### src/rtl/alu_pkg.sv
package alu_pkg;

    typedef enum logic [3:0] {
        OP_AND       = 4'd0,
        OP_XOR       = 4'd1,
        OP_SUB_AB    = 4'd2,
        OP_SUB_BA    = 4'd3,
        OP_ADD       = 4'd4,
        OP_ADD_C     = 4'd5,
        OP_SUB_AB_C  = 4'd6,
        OP_SUB_BA_C  = 4'd7,
        OP_TEST_AND  = 4'd8,
        OP_TEST_XOR  = 4'd9,
        OP_CMP_SUB   = 4'd10,
        OP_CMP_ADD   = 4'd11,
        OP_OR        = 4'd12,
        OP_PASS_B    = 4'd13,
        OP_CLEAR_B   = 4'd14,
        OP_PASS_NOTB = 4'd15
    } alu_op_e;

    typedef enum logic [1:0] {
        CIN_ZERO = 2'd0,
        CIN_ONE  = 2'd1,
        CIN_FLAG = 2'd2
    } cin_sel_e;

    typedef struct packed {
        logic     is_arith;
        logic     writes;
        logic     swap;
        logic     invert;
        cin_sel_e cin_sel;
    } op_ctrl_t;

    localparam int FLAG_N = 3;
    localparam int FLAG_Z = 2;
    localparam int FLAG_C = 1;
    localparam int FLAG_V = 0;
    localparam int FLAG_W = 4;

endpackage

### src/rtl/alu_op_decode.sv
module alu_op_decode
    import alu_pkg::*;
(
    input  logic [3:0] opcode_i,
    output op_ctrl_t   ctrl_o
);

    alu_op_e op;
    assign op = alu_op_e'(opcode_i);

    always_comb begin
        ctrl_o = '{is_arith: 1'b0, writes: 1'b1, swap: 1'b0,
                   invert: 1'b0, cin_sel: CIN_ZERO};
        unique case (op)
            OP_AND, OP_XOR, OP_OR, OP_PASS_B, OP_CLEAR_B, OP_PASS_NOTB: begin
                ctrl_o.writes = 1'b1;
            end
            OP_TEST_AND, OP_TEST_XOR: begin
                ctrl_o.writes = 1'b0;
            end
            OP_SUB_AB: begin
                ctrl_o.is_arith = 1'b1;
                ctrl_o.invert   = 1'b1;
                ctrl_o.cin_sel  = CIN_ONE;
            end
            OP_SUB_BA: begin
                ctrl_o.is_arith = 1'b1;
                ctrl_o.swap     = 1'b1;
                ctrl_o.invert   = 1'b1;
                ctrl_o.cin_sel  = CIN_ONE;
            end
            OP_ADD: begin
                ctrl_o.is_arith = 1'b1;
            end
            OP_ADD_C: begin
                ctrl_o.is_arith = 1'b1;
                ctrl_o.cin_sel  = CIN_FLAG;
            end
            OP_SUB_AB_C: begin
                ctrl_o.is_arith = 1'b1;
                ctrl_o.invert   = 1'b1;
                ctrl_o.cin_sel  = CIN_FLAG;
            end
            OP_SUB_BA_C: begin
                ctrl_o.is_arith = 1'b1;
                ctrl_o.swap     = 1'b1;
                ctrl_o.invert   = 1'b1;
                ctrl_o.cin_sel  = CIN_FLAG;
            end
            OP_CMP_SUB: begin
                ctrl_o.is_arith = 1'b1;
                ctrl_o.writes   = 1'b0;
                ctrl_o.invert   = 1'b1;
                ctrl_o.cin_sel  = CIN_ONE;
            end
            OP_CMP_ADD: begin
                ctrl_o.is_arith = 1'b1;
                ctrl_o.writes   = 1'b0;
            end
            default: begin
                ctrl_o.writes = 1'b1;
            end
        endcase
    end

endmodule

### src/rtl/alu_addsub.sv
module alu_addsub #(
    parameter int WIDTH = 32
) (
    input  logic [WIDTH-1:0] a_i,
    input  logic [WIDTH-1:0] b_i,
    input  logic             swap_i,
    input  logic             invert_i,
    input  logic             cin_i,
    output logic [WIDTH-1:0] sum_o,
    output logic             carry_o,
    output logic             ovf_o
);

    localparam int MSB = WIDTH - 1;

    logic [WIDTH-1:0] lhs, rhs_raw, rhs;
    logic [WIDTH:0]   wide;

    always_comb begin
        lhs     = swap_i ? b_i : a_i;
        rhs_raw = swap_i ? a_i : b_i;
        rhs     = invert_i ? ~rhs_raw : rhs_raw;
        wide    = {1'b0, lhs} + {1'b0, rhs} + {{WIDTH{1'b0}}, cin_i};
        sum_o   = wide[MSB:0];
        carry_o = wide[WIDTH];
        ovf_o   = (lhs[MSB] == rhs[MSB]) && (wide[MSB] != lhs[MSB]);
    end

endmodule

### src/rtl/alu_logic_unit.sv
module alu_logic_unit
    import alu_pkg::*;
#(
    parameter int WIDTH = 32
) (
    input  logic [3:0]       opcode_i,
    input  logic [WIDTH-1:0] a_i,
    input  logic [WIDTH-1:0] b_i,
    output logic [WIDTH-1:0] res_o
);

    always_comb begin
        unique case (alu_op_e'(opcode_i))
            OP_AND, OP_TEST_AND: res_o = a_i & b_i;
            OP_XOR, OP_TEST_XOR: res_o = a_i ^ b_i;
            OP_OR:               res_o = a_i | b_i;
            OP_PASS_B:           res_o = b_i;
            OP_CLEAR_B:          res_o = a_i & ~b_i;
            OP_PASS_NOTB:        res_o = ~b_i;
            default:             res_o = '0;
        endcase
    end

endmodule

### src/rtl/dp_alu.sv
module dp_alu
    import alu_pkg::*;
#(
    parameter int WIDTH = 32
) (
    input  logic                clk,
    input  logic                rst_n,
    input  logic                issue_i,
    input  logic [3:0]          opcode_i,
    input  logic [WIDTH-1:0]    opnd_a_i,
    input  logic [WIDTH-1:0]    opnd_b_i,
    input  logic                shift_carry_i,
    input  logic                set_flags_i,
    input  logic                dest_pc_i,
    input  logic [FLAG_W-1:0]   flags_i,
    output logic [WIDTH-1:0]    result_o,
    output logic                wr_en_o,
    output logic [FLAG_W-1:0]   flags_o,
    output logic                restore_req_o
);

    localparam int MSB = WIDTH - 1;

    op_ctrl_t          ctrl;
    logic [WIDTH-1:0]  arith_res, logic_res, res_d;
    logic              arith_c, arith_v, cin;
    logic              do_restore, do_update;
    logic [FLAG_W-1:0] flags_d;

    alu_op_decode u_dec (
        .opcode_i (opcode_i),
        .ctrl_o   (ctrl)
    );

    always_comb begin
        unique case (ctrl.cin_sel)
            CIN_ONE:  cin = 1'b1;
            CIN_FLAG: cin = flags_i[FLAG_C];
            default:  cin = 1'b0;
        endcase
    end

    alu_addsub #(.WIDTH(WIDTH)) u_add (
        .a_i      (opnd_a_i),
        .b_i      (opnd_b_i),
        .swap_i   (ctrl.swap),
        .invert_i (ctrl.invert),
        .cin_i    (cin),
        .sum_o    (arith_res),
        .carry_o  (arith_c),
        .ovf_o    (arith_v)
    );

    alu_logic_unit #(.WIDTH(WIDTH)) u_log (
        .opcode_i (opcode_i),
        .a_i      (opnd_a_i),
        .b_i      (opnd_b_i),
        .res_o    (logic_res)
    );

    always_comb begin
        res_d      = ctrl.is_arith ? arith_res : logic_res;
        do_restore = issue_i && ctrl.writes && set_flags_i && dest_pc_i;
        do_update  = issue_i && !do_restore && (set_flags_i || !ctrl.writes);
        flags_d    = flags_i;
        if (do_update) begin
            flags_d[FLAG_N] = res_d[MSB];
            flags_d[FLAG_Z] = (res_d == '0);
            flags_d[FLAG_C] = ctrl.is_arith ? arith_c : shift_carry_i;
            flags_d[FLAG_V] = ctrl.is_arith ? arith_v : flags_i[FLAG_V];
        end
    end

    always_ff @(posedge clk) begin
        if (!rst_n) begin
            result_o      <= '0;
            wr_en_o       <= 1'b0;
            flags_o       <= '0;
            restore_req_o <= 1'b0;
        end else begin
            if (issue_i) result_o <= res_d;
            wr_en_o       <= issue_i && ctrl.writes;
            flags_o       <= flags_d;
            restore_req_o <= do_restore;
        end
    end


    no_cmp_write_chk: assert property (@(posedge clk) disable iff (!rst_n)
        (issue_i && opcode_i[3:2] == 2'b10) |=> !wr_en_o);


    cmp_equal_chk: assert property (@(posedge clk) disable iff (!rst_n)
        (issue_i && opcode_i == 4'd10 && opnd_a_i == opnd_b_i)
        |=> (flags_o[FLAG_Z] && flags_o[FLAG_C]));


    logic_v_hold_chk: assert property (@(posedge clk) disable iff (!rst_n)
        (issue_i && (opcode_i < 4'd2 || opcode_i > 4'd11 || opcode_i == 4'd8 || opcode_i == 4'd9))
        |=> (flags_o[FLAG_V] == $past(flags_i[FLAG_V])));


    zero_flag_chk: assert property (@(posedge clk) disable iff (!rst_n)
        (issue_i && set_flags_i && !dest_pc_i)
        |=> (flags_o[FLAG_Z] == (result_o == '0)));


    restore_chk: assert property (@(posedge clk) disable iff (!rst_n)
        (issue_i && set_flags_i && dest_pc_i && opcode_i[3:2] != 2'b10)
        |=> (restore_req_o && flags_o == $past(flags_i)));


    no_set_hold_chk: assert property (@(posedge clk) disable iff (!rst_n)
        (issue_i && !set_flags_i && opcode_i[3:2] != 2'b10)
        |=> (flags_o == $past(flags_i)));


    idle_quiet_chk: assert property (@(posedge clk) disable iff (!rst_n)
        !issue_i |=> (!wr_en_o && !restore_req_o && $stable(result_o)));

endmodule

### config.mk
export PLATFORM = sky130hd
export DESIGN_NAME = dp_alu
export DESIGN_NICKNAME = d
export VERILOG_FILES = /design/src/rtl/alu_pkg.sv /design/src/rtl/alu_op_decode.sv /design/src/rtl/alu_addsub.sv /design/src/rtl/alu_logic_unit.sv /design/src/rtl/dp_alu.sv
export SDC_FILE = /design/constraint.sdc
export NUM_CORES = 1
export LEC_CHECK = 0
export BUFFER_PORTS_ARGS = -buffer_cell sky130_fd_sc_hd__buf_2
export CORE_MARGIN = 4
export CORE_UTILIZATION = 55
export DETAILED_ROUTE_END_ITERATION = 8
export PLACE_DENSITY = 0.78
export SLEW_MARGIN = 20
export SYNTH_ARGS = -nofsm -noshare
export SYNTH_HDL_FRONTEND = slang
export SYNTH_HIERARCHICAL = 1
export SYNTH_SLANG_ARGS = --single-unit
### constraint.sdc
create_clock -name clk -period 5.3 [get_ports clk]
set_input_delay 0 -clock clk [delete_from_list [all_inputs] [get_ports clk]]
set_output_delay 0 -clock clk [all_outputs]
set_load 0.05 [all_outputs]
==> flow_summary.toml <==
[synthesis]
synth.top_cell.area_share = 0.136
syn_inst = 863
synth_area_leader_cell = "mux2i_1"
post_synth.cell_area_avg_um2 = 8.46
synth_area_mm2 = 0.00730
synth-async-reset-ratio = 0
yosysMostFrequentCell = "mux2i_1"
synth_edf_count = 0
ys_seq_area_frac = 0.104
synth_nets = 1008
ys.flop_type = "dfxtp_1"
synth_area_leaders = "mux2i_1, ha_1, dfxtp_1, o221ai_2, xnor2_1"
ys_warn_count = 6
ys_ff_latch = 38
ys_top_cells_by_count = "mux2i_1, inv_1, ha_1"
ys_types = 70

[sta]
hold_slack_ps = 95.5
slew_headroom = 0.239
slew_viol_final = 0
finalSetupTns_ps = 0
worst_pin_slew_ps = 1140
period_share = 0.796
fin_crit_ps = 4220
hold_viol_final = 0
clock_skew_ps = 0
clock.fmax_ghz = 0.237
finalSetupViolCount = 0
rsz0062_at_grt = "false"

[setup_path]
cp_max_fo = 38
crit_slowest_cell = "a2111oi_0"
cp.arrival_ps = 4410
required_ps = 5500
path_class = "input pin to flip-flop"
critical_path.startpoint_type = "input pin"
crit_chain = "buf_2 > nand2_1 > nor2_4 > buf_4 > mux2_2 > ha_1 > a21oi_1 > o21a_1 > o22ai_1 > a2111oi_0 > a31oi_1 > nor2_1 > xnor2_1 > nor4_1 > nand4_1 > mux2_2 > o32ai_2"
critPathMaxStageDelay_ps = 560
cp-end-kind = "flip-flop"
cpMostUsedCell = "mux2_2"

[place]
dp_cells = 1101
place_area_mm2 = 0.00789
io_buffers = 115
gp_congestion = 1.01
dp_hpwl_mm = 16.3

[floorplanning]
start_util = 0.569
row_count = 41
core-area_mm2 = 0.0128
die_area_mm2 = 0.0152
io_pins = 116
die_w_um = 123
die_height_um = 123

[pwr]
swShare = 0.449
power.share.clock = 0.208
total_power_w = 0.00186
p_leak_nw = 3.87
ir_drop_mv = 0.315
p_switching_w = 0.000834
combPwrFrac = 0.616
p_seq_frac = 0.177
internal-power_w = 0.00102
p_per_area_mw_per_mm2 = 229

[run]
drv_cap = 0

[finish]
instances_no_fill = 1113
area_delta_synth_final_pct = 11.2
multi_input_area_mm2 = 0.00597
num_antenna_cells = 0
drive_gt1_frac = 0.257
fill_cells = 1119
nets = 1085
design_area_mm2 = 0.00812
seq_area_um2 = 761

[clocking]
post_cts_buffers = 0
cts-root-buf = "clkbuf_16"
cts_tree = "yes"
clock_latency_ps = 280
post_cts_resized = 0
cts-htree-levels = 2
cts_inserted_buffers = 5
max-clock-path-buffers = 2
clkSlewWorstSetupHoldPaths_ps = 60
cts_sinks = 38

[global_route]
grt_max_degree = 67
grt_pass1_vias = 6554
top_usage_layer = "met1"
met2_usage = 0.397
antenna_found_initial = 0
grt_usage = 0.276
met3_usage = 0.0586
grt_pass1_wl_mm = 33.8
overflow = 0
grt_util_met1 = 0.419

[route]
ant_nets = 0
avgViaCountPerCell = 6.18
drc = 0
drt-total-wl_mm = 21.0
drtIter0Drc = 802
wl_per_cell_um = 18.8
vias = 6876
firstDrtPassIters = 5

[hold_path]
holdCritPathClass = "input pin to flip-flop"

[run_status]
outcome = "finished, final reports clean"
[per-stage QoR]
step / util / setup slack [ps]
floorplan: - / 1300
global placement: 0.615 / 898
detailed placement: 0.615 / 853
CTS: 0.633 / 1130
global route: 0.633 / 719
finish: 0.633 / 1080
[kinds of logic after synthesis]
kind of cell | Yosys count | share of synthesized area
AND/OR/NAND/NOR | 201 | 0.142
AO/OA/AOI/OAI | 233 | 0.301
buffers and inverters | 136 | 0.0823
flip-flops | 38 | 0.104
XOR/XNOR | 57 | 0.0684
adder cells (fa/ha/maj) | 67 | 0.117
multiplexers | 131 | 0.185
[per-layer routing]
layer  part of all wire  routed length [um]
met2               0.41                8640
met3              0.094                1970
met5                  0                   0
met1               0.48               10100
met4              0.012                 259
[area by class of cell]
cell class	count	area share
clock buffer	5	0.0154
inverter	77	0.0356
multi-input combinational	689	0.735
tap	172	0.0265
clock inverter	3	0.00847
timing repair buffer	129	0.0851
sequential	38	0.0937
[layout by cell type (no fill, tap or decap), types with 3 or more instances in the layout]
cell type / netlist / layout
ha_1: 65 / 65
o21ai_0: 17 / 16
dlygate4sd3_1: 0 / 4
nor2_1: 28 / 26
or4_1: 3 / 3
or3_1: 5 / 5
and2_1: 4 / 3
nor3_1: 7 / 7
o22a_1: 31 / 31
a211oi_1: 4 / 4
and3_1: 6 / 6
a31oi_1: 5 / 5
nor2b_1: 6 / 6
mux2i_1: 99 / 99
xnor2_1: 48 / 48
o221ai_1: 3 / 3
o211a_1: 36 / 36
a21oi_1: 24 / 24
o31ai_1: 4 / 4
mux2_2: 32 / 32
a21boi_0: 3 / 3
a21o_1: 17 / 17
o221ai_2: 30 / 30
nand2b_1: 37 / 37
clkbuf_16: 0 / 5
buf_2: 13 / 115
nand3_1: 11 / 11
nand4_1: 6 / 6
buf_4: 0 / 10
inv_1: 77 / 77
a22oi_2: 30 / 30
nand2_1: 64 / 63
o21a_1: 7 / 7
xor2_1: 9 / 9
dfxtp_1: 38 / 38
nor4_1: 10 / 10
[registers in the layout, indices dropped and copies added (netlist names)]
register	count
restore_req_o	1
result_o	32
wr_en_o	1
flags_o	4
[worst max-delay path, delay by kind of cell]
kind,cells,cell delay [ps]
AOI/OAI and AO/OA,6,1590
muxes,2,690
xor gates and xnor gates,1,100
buffers and inverters,2,690
and+or+nand+nor,5,920
adders and majority gates,1,390
[path summary, 6_finish.rpt]
| check | from | endpoint | slack (ps) | cells after the start |
|---|---|---|---|---|
| setup / recovery | opcode_i[0] | flags_o[2] | 1080 | 17 |
| hold / removal | flags_i[1] | flags_o[1] | 100 | 2 |
| setup reg to reg | result_o[30] | result_o[30] | 4670 | 1 |
| hold reg to reg | result_o[13] | result_o[13] | 470 | 1 |
[what timing repair did]
item / 4_1_cts / 5_1_grt
setup endpoints to repair: 0 / 0
hold endpoints to repair: 3 / 0
hold buffers: 4 / 0
[power by group through the flow]
| stage | clock network, W | logic (W) | registers, W |
|---|---|---|---|
| finish | 0.000386 | 0.00114 | 0.000329 |
| global route | 0.000406 | 0.00124 | 0.000332 |
| detailed placement | 0 | 0.00111 | 0.000335 |
| global placement | 0 | 0.00111 | 0.000334 |
| CTS | 0.000393 | 0.00112 | 0.000329 |
| floorplan | 0 | 0.000752 | 0.000434 |
No activity file was read; power rests on OpenSTA's default activity.
